===== src/rtl/csp_pkg.sv =====
// Shared types for the converter serial port.
// Assumes nothing beyond IEEE 1800-2017 enums.
package csp_pkg;

    // Port sequencing states; the encoding is internal only.
    typedef enum logic [1:0] {
        ST_CONV  = 2'd0,
        ST_SLEEP = 2'd1,
        ST_XFER  = 2'd2,
        ST_ABORT = 2'd3
    } csp_state_e;

endpackage


===== src/rtl/csp_edge_det.sv =====
// Registers one pin and reports its rising and falling edges against the
// previous clock. Assumes the pin is already synchronous to clk.
module csp_edge_det #(
    parameter logic RST_LEVEL = 1'b0
) (
    input  logic clk,
    input  logic rst_n,
    input  logic din,
    output logic level_q,
    output logic rise,
    output logic fall
);

    // Holds the pin level of the previous clock.
    always_ff @(posedge clk) begin
        if (!rst_n) level_q <= RST_LEVEL;
        else        level_q <= din;
    end

    assign rise = din & ~level_q;
    assign fall = ~din & level_q;

endmodule


===== src/rtl/csp_conv_timer.sv =====
// Stub conversion timer: counts while run is high and flags done in the
// last cycle. It clears whenever run drops. Assumes CONV_CYCLES >= 2.
module csp_conv_timer #(
    parameter int CONV_CYCLES = 64
) (
    input  logic clk,
    input  logic rst_n,
    input  logic run,
    output logic done
);

    localparam int CW = (CONV_CYCLES > 1) ? $clog2(CONV_CYCLES) : 1;
    localparam logic [CW-1:0] LAST = CW'(CONV_CYCLES - 1);

    logic [CW-1:0] cnt;

    // Counts conversion clocks and restarts from zero outside conversion.
    always_ff @(posedge clk) begin
        if (!rst_n || !run)   cnt <= '0;
        else if (cnt != LAST) cnt <= cnt + 1'b1;
    end

    assign done = run && (cnt == LAST);

    // The done flag may appear only in the cycle the count reaches its end.
    a_r2_done_at_end: assert property (@(posedge clk) disable iff (!rst_n)
        done |-> (run && cnt == LAST && !$past(done)));

endmodule


===== src/rtl/csp_seq.sv =====
// State sequencer for the serial port: conversion, sleep, transfer and
// abort. It also latches the clock mode at each select fall. Assumes the
// edge flags come from csp_edge_det in the same clock domain.
module csp_seq
    import csp_pkg::*;
(
    input  logic       clk,
    input  logic       rst_n,
    input  logic       cs_n,
    input  logic       sck_q,
    input  logic       cs_rise,
    input  logic       cs_fall,
    input  logic       sck_rise,
    input  logic       sck_fall,
    input  logic       conv_done,
    input  logic       frame_last,
    output csp_state_e state,
    output logic       ext_mode,
    output logic       enter,
    output logic       xfer_rise,
    output logic       xfer_fall
);

    csp_state_e state_nx;

    assign enter     = (state == ST_SLEEP) && !cs_n && sck_rise && ext_mode;
    assign xfer_rise = (state == ST_XFER) && !cs_n && sck_rise;
    assign xfer_fall = (state == ST_XFER) && !cs_n && sck_fall;

    // Chooses the next state from the select, clock and timer events.
    always_comb begin
        state_nx = state;
        unique case (state)
            ST_CONV:  if (conv_done) state_nx = ST_SLEEP;
            ST_SLEEP: if (enter)     state_nx = ST_XFER;
            ST_XFER: begin
                if (cs_rise)                      state_nx = ST_ABORT;
                else if (xfer_rise && frame_last) state_nx = ST_CONV;
            end
            ST_ABORT: state_nx = ST_CONV;
            default:  state_nx = ST_CONV;
        endcase
    end

    // State register; reset starts a conversion.
    always_ff @(posedge clk) begin
        if (!rst_n) state <= ST_CONV;
        else        state <= state_nx;
    end

    // Latches the clock mode from the serial clock level at a select fall.
    always_ff @(posedge clk) begin
        if (!rst_n)       ext_mode <= 1'b1;
        else if (cs_fall) ext_mode <= ~sck_q;
    end

    // Sleep persists unless a qualified clock edge arrives.
    a_r3_sleep_hold: assert property (@(posedge clk) disable iff (!rst_n)
        (state == ST_SLEEP && (cs_n || !sck_rise)) |=> state == ST_SLEEP);

    // A select rise inside a frame always leads to abort.
    a_r6_abort_entry: assert property (@(posedge clk) disable iff (!rst_n)
        (state == ST_XFER && cs_rise) |=> state == ST_ABORT);

    // Sleep is entered only from a finished conversion.
    a_r2_sleep_from_conv: assert property (@(posedge clk) disable iff (!rst_n)
        $rose(state == ST_SLEEP) |-> $past(state == ST_CONV && conv_done));

    // Abort lasts a single cycle and is followed by conversion.
    a_r6_abort_to_conv: assert property (@(posedge clk) disable iff (!rst_n)
        state == ST_ABORT |=> state == ST_CONV);

endmodule


===== src/rtl/csp_shift_path.sv =====
// Data path of a transfer frame: result shift register, bit counter,
// address collector and committed address. Assumes 2 <= ADDR_W <= RES_W+1.
module csp_shift_path #(
    parameter int RES_W  = 16,
    parameter int ADDR_W = 5
) (
    input  logic              clk,
    input  logic              rst_n,
    input  logic              in_xfer,
    input  logic              load,
    input  logic              enter,
    input  logic              xfer_rise,
    input  logic              xfer_fall,
    input  logic              sdi,
    input  logic [RES_W-1:0]  result_in,
    output logic              sdo_bit,
    output logic              frame_last,
    output logic [ADDR_W-1:0] addr_q
);

    localparam int CNT_W = $clog2(RES_W + 2);
    localparam logic [CNT_W-1:0] LAST_EDGE = CNT_W'(RES_W);
    localparam logic [CNT_W-1:0] ADDR_LEN  = CNT_W'(ADDR_W);
    localparam logic [CNT_W-1:0] ADDR_END  = CNT_W'(ADDR_W - 1);

    logic [CNT_W-1:0]  rcnt;
    logic [ADDR_W-1:0] ashift;
    logic [RES_W-1:0]  sreg;
    logic              accept;

    assign accept     = enter | xfer_rise;
    assign frame_last = (rcnt == LAST_EDGE);

    // Counts accepted rising edges of the current frame.
    always_ff @(posedge clk) begin
        if (!rst_n)        rcnt <= '0;
        else if (accept)   rcnt <= rcnt + 1'b1;
        else if (!in_xfer) rcnt <= '0;
    end

    // Collects address bits during the first ADDR_W edges.
    always_ff @(posedge clk) begin
        if (!rst_n)                         ashift <= '0;
        else if (accept && rcnt < ADDR_LEN) ashift <= {ashift[ADDR_W-2:0], sdi};
    end

    // Commits the address only when its final bit arrives.
    always_ff @(posedge clk) begin
        if (!rst_n)                          addr_q <= '0;
        else if (accept && rcnt == ADDR_END) addr_q <= {ashift[ADDR_W-2:0], sdi};
    end

    // Holds the captured result and shifts it toward the MSB on falls.
    always_ff @(posedge clk) begin
        if (!rst_n)         sreg <= '0;
        else if (load)      sreg <= result_in;
        else if (xfer_fall) sreg <= {sreg[RES_W-2:0], 1'b0};
    end

    // Presents the next result bit on each falling clock of a frame.
    always_ff @(posedge clk) begin
        if (!rst_n || !in_xfer) sdo_bit <= 1'b0;
        else if (xfer_fall)     sdo_bit <= sreg[RES_W-1];
    end

    // The address can only move on an accepted frame edge.
    a_r8_addr_quiet: assert property (@(posedge clk) disable iff (!rst_n)
        !accept |=> $stable(addr_q));

    // The edge counter never runs past the frame length inside a frame.
    a_r4_count_bound: assert property (@(posedge clk) disable iff (!rst_n)
        in_xfer |-> rcnt <= LAST_EDGE);

    // The result register changes only on a load or a frame fall.
    a_r3_result_held: assert property (@(posedge clk) disable iff (!rst_n)
        (!load && !xfer_fall) |=> $stable(sreg));

endmodule


===== src/rtl/cnv_serial_port.sv =====
// Top of the converter serial port. It wires the pin edge detectors, the
// stub conversion timer, the sequencer and the frame data path, and it
// forms the shared sdo pin with its drive enable. Assumes all pins are
// synchronous to clk and that the host holds each sck level for at least
// one clock.
module cnv_serial_port
    import csp_pkg::*;
#(
    parameter int RES_W       = 16,
    parameter int ADDR_W      = 5,
    parameter int CONV_CYCLES = 64
) (
    input  logic              clk,
    input  logic              rst_n,
    input  logic              cs_n,
    input  logic              sck,
    input  logic              sdi,
    input  logic [RES_W-1:0]  result_in,
    output logic              sdo,
    output logic              sdo_en,
    output logic [ADDR_W-1:0] chan_addr,
    output logic              ext_clk_mode
);

    logic cs_q, cs_rise, cs_fall;
    logic sck_q, sck_rise, sck_fall;
    logic conv_done, frame_last, enter, xfer_rise, xfer_fall, sdo_bit;
    csp_state_e state;

    csp_edge_det #(.RST_LEVEL(1'b1)) u_cs_edge (
        .clk(clk), .rst_n(rst_n), .din(cs_n),
        .level_q(cs_q), .rise(cs_rise), .fall(cs_fall)
    );

    csp_edge_det #(.RST_LEVEL(1'b0)) u_sck_edge (
        .clk(clk), .rst_n(rst_n), .din(sck),
        .level_q(sck_q), .rise(sck_rise), .fall(sck_fall)
    );

    csp_conv_timer #(.CONV_CYCLES(CONV_CYCLES)) u_timer (
        .clk(clk), .rst_n(rst_n), .run(state == ST_CONV), .done(conv_done)
    );

    csp_seq u_seq (
        .clk(clk), .rst_n(rst_n), .cs_n(cs_n), .sck_q(sck_q),
        .cs_rise(cs_rise), .cs_fall(cs_fall),
        .sck_rise(sck_rise), .sck_fall(sck_fall),
        .conv_done(conv_done), .frame_last(frame_last),
        .state(state), .ext_mode(ext_clk_mode), .enter(enter),
        .xfer_rise(xfer_rise), .xfer_fall(xfer_fall)
    );

    csp_shift_path #(.RES_W(RES_W), .ADDR_W(ADDR_W)) u_path (
        .clk(clk), .rst_n(rst_n), .in_xfer(state == ST_XFER),
        .load(conv_done), .enter(enter),
        .xfer_rise(xfer_rise), .xfer_fall(xfer_fall),
        .sdi(sdi), .result_in(result_in),
        .sdo_bit(sdo_bit), .frame_last(frame_last), .addr_q(chan_addr)
    );

    // Drives the pin only after select has been sampled low.
    assign sdo_en = ~cs_q;

    // Selects the busy flag or the frame data for the sdo pin.
    always_comb begin
        unique case (state)
            ST_SLEEP: sdo = 1'b0;
            ST_XFER:  sdo = sdo_bit;
            default:  sdo = 1'b1;
        endcase
    end

    // The pin is released while select stays high.
    a_r1_release: assert property (@(posedge clk) disable iff (!rst_n)
        (cs_n && $past(cs_n)) |-> !sdo_en);

    // A frame start requires select low and a rising serial clock.
    a_r3_frame_start: assert property (@(posedge clk) disable iff (!rst_n)
        $rose(state == ST_XFER) |-> $past(!cs_n && sck_rise));

    // Sleep shows a cleared busy flag on the pin.
    a_r2_sleep_flag: assert property (@(posedge clk) disable iff (!rst_n)
        $rose(state == ST_SLEEP) |-> !sdo);

endmodule


===== config.mk =====
export PLATFORM = sky130hd
export DESIGN_NAME = cnv_serial_port
export DESIGN_NICKNAME = d
export VERILOG_FILES = /design/src/rtl/csp_pkg.sv /design/src/rtl/csp_edge_det.sv /design/src/rtl/csp_conv_timer.sv /design/src/rtl/csp_seq.sv /design/src/rtl/csp_shift_path.sv /design/src/rtl/cnv_serial_port.sv
export SDC_FILE = /design/constraint.sdc
export NUM_CORES = 1
export LEC_CHECK = 0
export BUFFER_PORTS_ARGS = -buffer_cell sky130_fd_sc_hd__buf_2
export CORE_MARGIN = 5
export CORE_UTILIZATION = 51
export DETAILED_ROUTE_END_ITERATION = 10
export PLACE_DENSITY_LB_ADDON = 0.1
export SLEW_MARGIN = 15
export SYNTH_ARGS = -nofsm -noshare
export SYNTH_HDL_FRONTEND = slang
export SYNTH_SLANG_ARGS = --single-unit
export TNS_END_PERCENT = 30

===== constraint.sdc =====
create_clock -name clk -period 4.5 [get_ports clk]
set_clock_uncertainty 0.1 [all_clocks]
set_input_delay 0 -clock clk [delete_from_list [all_inputs] [get_ports clk]]
set_output_delay 0 -clock clk [all_outputs]
set_load 0.02 [all_outputs]

==> metrics, run 1 <==
status completed; RSZ-0062 raised after global routing false; Max VDD drop 180.5 uV; CTS Root Cell clkbuf_8; Leak 0.0009617 uW; Resize count post-CTS 0; Slew Limit Fails 0; Post-Syn Nets roughly 230; crit path cell chain nand2b_2 > nor4b_4 > nor2_2 > a221o_1; filler instances around 310; Clock Latency Late Sink 300 ps; ANT cells 0; Syn Area/Cell 9.409 um^2; crit-path max FO 26; DRC 0; CP required 4590 ps; DRT Pass-1 Iters 4; Main synth FF type dfxtp_1; All-Layer GR Usage 0.1682; sequential area share after synthesis 0.4381; Die Wd approximately 70 um; Max-Cap Viols 0; top cell family by delay on the critical path simple AND/OR/NAND/NOR gates; Setup crit start kind flip-flop; Hold WS 142.0 ps; core area 0.003661 mm^2; Post-Synthesis Cells between 200 and 250; Crit path largest cell delay approximately 950 ps; HPWL Detailed about 2700 um; Post-synth EDFFs 0; Worst Hold Class in2reg; Worst-Margin Slew 1096 ps; area of placed instances 0.002054 mm^2; final wirelength approximately 4000 um; setup tns final 0 ps; power per cell area approximately 280 mW/mm^2; chip height between 70 and 80 um; Num CTS Buffers 5; Yosys warnings 0; minimum clock period 2408 ps; CTS Buffer Depth 2; dominant cells by area after synthesis dfxtp_1, a221o_1, nand2_1; WP buf/inv 0; routability cong. 0.8759; Hold Fails Final Rpt 0; flop2flop setup slack 2090 ps; initial antenna violation count 0; cell taking the most area after synthesis dfxtp_1; # IOs 29; fmax 0.4153 GHz; Initial Utilization 0.5243; slowest stage cell, crit path nor4b_4; synth-to-layout area growth 21.64%; Rel. slew slack 0.2663; DR vias/cell 5.562; synthesis-stage register bit count 42; Overflow after GRT 0; CP arrival 2500 ps; Yosys top cell area share 0.4381; CTS Sinks 42; Mapped Area 0.001919 mm^2; share of cells above drive strength 1 0.2129; DRC violation total after the first TritonRoute iteration 136; post-route cell area 0.002335 mm^2; vias in the first global route 1607; Synth async-reset ratio 0; Yosys cell types 49; Die Area 0.005090 mm^2; largest net degree at the start of global routing 50; Routed Antenna Nets 0; first-pass GRT wire length 6886 um; Setup CP Type reg2reg; Final setup viols 0; WL/cell 13.30 um; CP Capture Type flip-flop; via count 1652; CTS H-tree depth 2; nets 272; I/O Buffers 28; Rows 22; CTS clk-pin slew, worst paths 80 ps; period utilisation layout 0.5351; CTS tree done
flip-flops by register name, summed over array words and instances, names as in the netlist:
name,count
u_sck_edge.level_q,1
u_path.rcnt,5
u_path.addr_q,5
u_timer.cnt,6
u_path.sreg,16
u_path.sdo_bit,1
u_path.ashift,4
u_cs_edge.level_q,1
u_seq.state,2
u_seq.ext_mode,1
synthesized netlist by cell type, drive strengths merged, types with 5 or more instances:
cell type	instances
o21ai	8
nor3	8
mux2i	6
dfxtp	42
and2	8
clkbuf	5
nor2	10
nand3	14
nand2	25
a221o	14
and3	9
nor2b	5
stage by stage:
step	total power, uW	utilization	worst slack (ps)	cells
global route	693.3	0.6377	1861	297
finish	663.9	0.6377	2092	297
CTS	672.0	0.6377	2117	297
floorplan	404.0	-	2661	204
global placement	418.3	0.5612	2176	270
detailed placement	419.2	0.5612	2130	270
layout make-up:
cell class / instances / area, um^2 / area share
Multi-Input combinational cell: 149 / 1002 / 0.4293
Sequential cell: 42 / 840.8 / 0.3601
Timing Repair Buffer: 47 / 330.3 / 0.1415
Clock buffer: 5 / 68.82 / 0.02947
Tap cell: 48 / 60.06 / 0.02572
Clock inverter: 3 / 21.27 / 0.009110
Inverter: 3 / 11.26 / 0.004823
report_power, final:
part	leakage, uW	switching (uW)	internal (uW)
registers	0.000340	4.13	375
clock network	0.0000441	132	109
logic	0.000578	19.7	24.2
total	0.000962	156	508
repair_timing:
item	in CTS	in global routing
endpoints found under the hold margin	20	0
buffers inserted	0	0
hold buffers	19	0
worst paths after layout:
check,startpoint,end,cells past startpoint
hold / removal,rst_n,u_cs_edge.level_q$_SDFF_PN1_,2
setup reg to reg,u_seq.state[1]$_SDFFE_PN0P_,u_path.sreg[10]$_SDFFE_PN0P_,4
setup / recovery,u_seq.state[1]$_SDFFE_PN0P_,u_path.sreg[10]$_SDFFE_PN0P_,4
hold reg to reg,u_path.addr_q[2]$_SDFFE_PN0P_,u_path.addr_q[2]$_SDFFE_PN0P_,2
cells in the final DEF (no fill, tap or decap), drive strengths merged, types with 5 or more instances in the layout:
master       instances
o21ai                8
dfxtp               42
nand3               14
nor2b                5
and3                 9
mux2i                6
nor3                 8
nor2                10
a221o               14
nand2               25
clkbuf               5
buf                 28
dlygate4sd3         19
and2                 8
layer usage:
layer,vias to the layer above,global-route usage,share of wire
met5,-,0,0
li1,833,-,-
met3,7,0.04769,0.046
met4,0,0.07307,0.016
met2,29,0.2878,0.49
met1,783,0.1950,0.45
cells by family after synthesis:
kind of cell	count (synthesis)	share of synthesized area
and+or+nand+nor	97	0.2882
buffers and inverters	13	0.04303
DFF	42	0.4381
muxes	6	0.03129
AOI/OAI and AO/OA	40	0.1662
adders and majority gates	3	0.01956
xor gates and xnor gates	3	0.01369
No activity file was read; power rests on OpenSTA's default activity.
==> run 2, diff against run 1 <==
--- a/config.mk
+++ b/config.mk
@@ -7,7 +7,7 @@
 export LEC_CHECK = 0
 export BUFFER_PORTS_ARGS = -buffer_cell sky130_fd_sc_hd__buf_2
 export CORE_MARGIN = 5
-export CORE_UTILIZATION = 51
+export CORE_UTILIZATION = 50
 export DETAILED_ROUTE_END_ITERATION = 10
 export PLACE_DENSITY_LB_ADDON = 0.1
 export SLEW_MARGIN = 15
==> constraint.sdc (replaced) <==
create_clock -name clk -period 1.98 [get_ports clk]
set_clock_uncertainty 0.1 [all_clocks]
set_input_delay 0 -clock clk [delete_from_list [all_inputs] [get_ports clk]]
set_output_delay 0 -clock clk [all_outputs]
set_load 0.02 [all_outputs]
==> run 2 against run 1 <==
  * Clock power rose by 130%
  * Sequential cell count did not move
  * Die area rose by 1.7%
  * Count of clock-buffer cells in the layout did not move
  * Total power rose by 130%
  * Design area rose by 2.7%
  * Non-clock buffer count rose by 4
  * Critical path depth rose by 1
  * Critical endpoint unchanged
==> metrics, run 2 (same netlist as run 1, synthesis figures left out) <==
DR vias/cell 5.542; Slew Limit Fails 0; vias in the first global route 1612; chip height 71.96 um; initial antenna violation count 0; share of cells above drive strength 1 0.2372; Setup crit start kind flip-flop; Setup Buffers After CTS 0; routability cong. about 0.87; power per cell area 632.2 mW/mm^2; CP arrival 1940 ps; period utilisation layout 0.9367; HPWL Detailed 2806 um; post-route cell area 0.002397 mm^2; Leak between 0.0009 and 0.001 uW; Hold WS 18.48 ps; core area 0.003689 mm^2; CTS Sinks 42; via count 1668; worst setup path endpoint u_path.sreg[10]$_SDFFE_PN0P_; FF-to-FF Start u_seq.state[1]$_SDFFE_PN0P_; crit-path max FO 26; I/O Buffers 28; CP Capture Type flip-flop; Setup CP Type reg2reg; Clock Latency Late Sink around 300 ps; Max-Cap Viols 0; Worst-Margin Slew between 400 and 500 ps; minimum clock period ~1900 ps; Max VDD drop 417.9 uV; Final setup viols 0; Initial Utilization 0.5204; fmax 0.5392 GHz; Hold Fails Final Rpt 0; worst r2r path cells 5; Overflow after GRT 0; Worst Hold Class in2reg; CTS clk-pin slew, worst paths 80 ps; synth-to-layout area growth 24.90%; max reg flops 16; # IOs 29; CTS Root Cell clkbuf_8; setup tns final 0 ps; DRT Pass-1 Iters 4; commonest non-fill, non-tap cell in the layout dfxtp_1; crit path from u_seq.state[1]$_SDFFE_PN0P_; largest net degree at the start of global routing 27; status completed; CTS tree done; biggest regs u_path.sreg x16, u_timer.cnt x6; Rel. slew slack 0.7324; flop2flop setup slack 130 ps; Routed Antenna Nets 0; commonest cells after routing, fill and taps aside dfxtp_1, buf_2, nand2_1; CP required between 2000 and 2500 ps; DRC violation total after the first TritonRoute iteration 174; ANT cells 0; CTS H-tree depth 2; Die Area 0.005178 mm^2; Num CTS Buffers 5; first-pass GRT wire length 7113 um; RSZ-0062 raised after global routing false; All-Layer GR Usage 0.1730; register with the most flip-flops u_path.sreg; nets 276; Pwr Total 1516 uW; DRC 0; worst r2r dst u_path.sreg[10]$_SDFFE_PN0P_; Layout Cells excl Fill 301; area of placed instances ~0.0021 mm^2; Die Wd 71.96 um; WL/cell 14.00 um; Rows 22; CTS Buffer Depth 2; filler instances approximately 330; final wirelength 4214 um; Cells after DPL 274
-- run 2: cell count changes in the layout (fill, tap and decap cells not counted), sizes merged --
| cell | previous run | this run |
|---|---|---|
| buf | 28 | 32 |
-- run 2: what timing repair did --
action                                 CTS  global route
setup endpoints to repair                0             6
endpoints found under the hold margin   20             0
hold buffers                            19             0
gates resized for setup                  0             4
-- run 2: power by group --
| group | internal, uW | leakage [uW] | switching, uW | total, uW |
|---|---|---|---|---|
| clock | 248 | 0.0000441 | 302 | 550 |
| sequential | 853 | 0.000340 | 9.50 | 862 |
| combinational | 57.0 | 0.000600 | 46.3 | 103 |
| total | 1160 | 0.000984 | 358 | 1520 |
-- run 2: cell type report --
cell class              count  area [um^2]  area share
flip-flops and latches     42        840.8      0.3507
multi-input cells         149         1022      0.4264
repair buffers             51        372.9      0.1555
well taps                  48        60.06     0.02505
inverters                   3        11.26    0.004697
clock inverters             3        21.27    0.008873
clock buffers               5        68.82     0.02871
-- run 2: worst min path at each step --
stage	cells after the start	to	from
floorplan	1	u_cs_edge.level_q$_SDFF_PN1_	cs_n
global placement	2	u_path.sreg[9]$_SDFFE_PN0P_	result_in[9]
detailed placement	2	u_path.sreg[4]$_SDFFE_PN0P_	result_in[4]
CTS	2	u_path.sreg[1]$_SDFFE_PN0P_	rst_n
global route	2	u_path.sreg[1]$_SDFFE_PN0P_	rst_n
finish	2	u_path.sreg[1]$_SDFFE_PN0P_	rst_n
-- run 2: through the flow --
stage / util / setup WS [ps]
after detailed placement: 0.5685 / 114.4
after global routing: 0.6499 / 30.83
after global placement: 0.5685 / 146.4
after floorplan: - / 140.6
after CTS: 0.6445 / 64.40
final: 0.6499 / 125.2
-- run 2: critical path: stages (launching register included) --
cell      delay [ps]
dfxtp_1          520
nand2b_2         140
nor4b_4          310
buf_12           200
nor2_2           100
a221o_1          370
-- run 2: per-layer routing --
| layer | global-route usage | wire [um] | vias up |
|---|---|---|---|
| met5 | 0 | 0 | - |
| met4 | 0.07724 | 59 | 0 |
| met3 | 0.04294 | 176 | 7 |
| met2 | 0.3000 | 2093 | 37 |
| met1 | 0.2009 | 1885 | 780 |
| li1 | - | - | 844 |
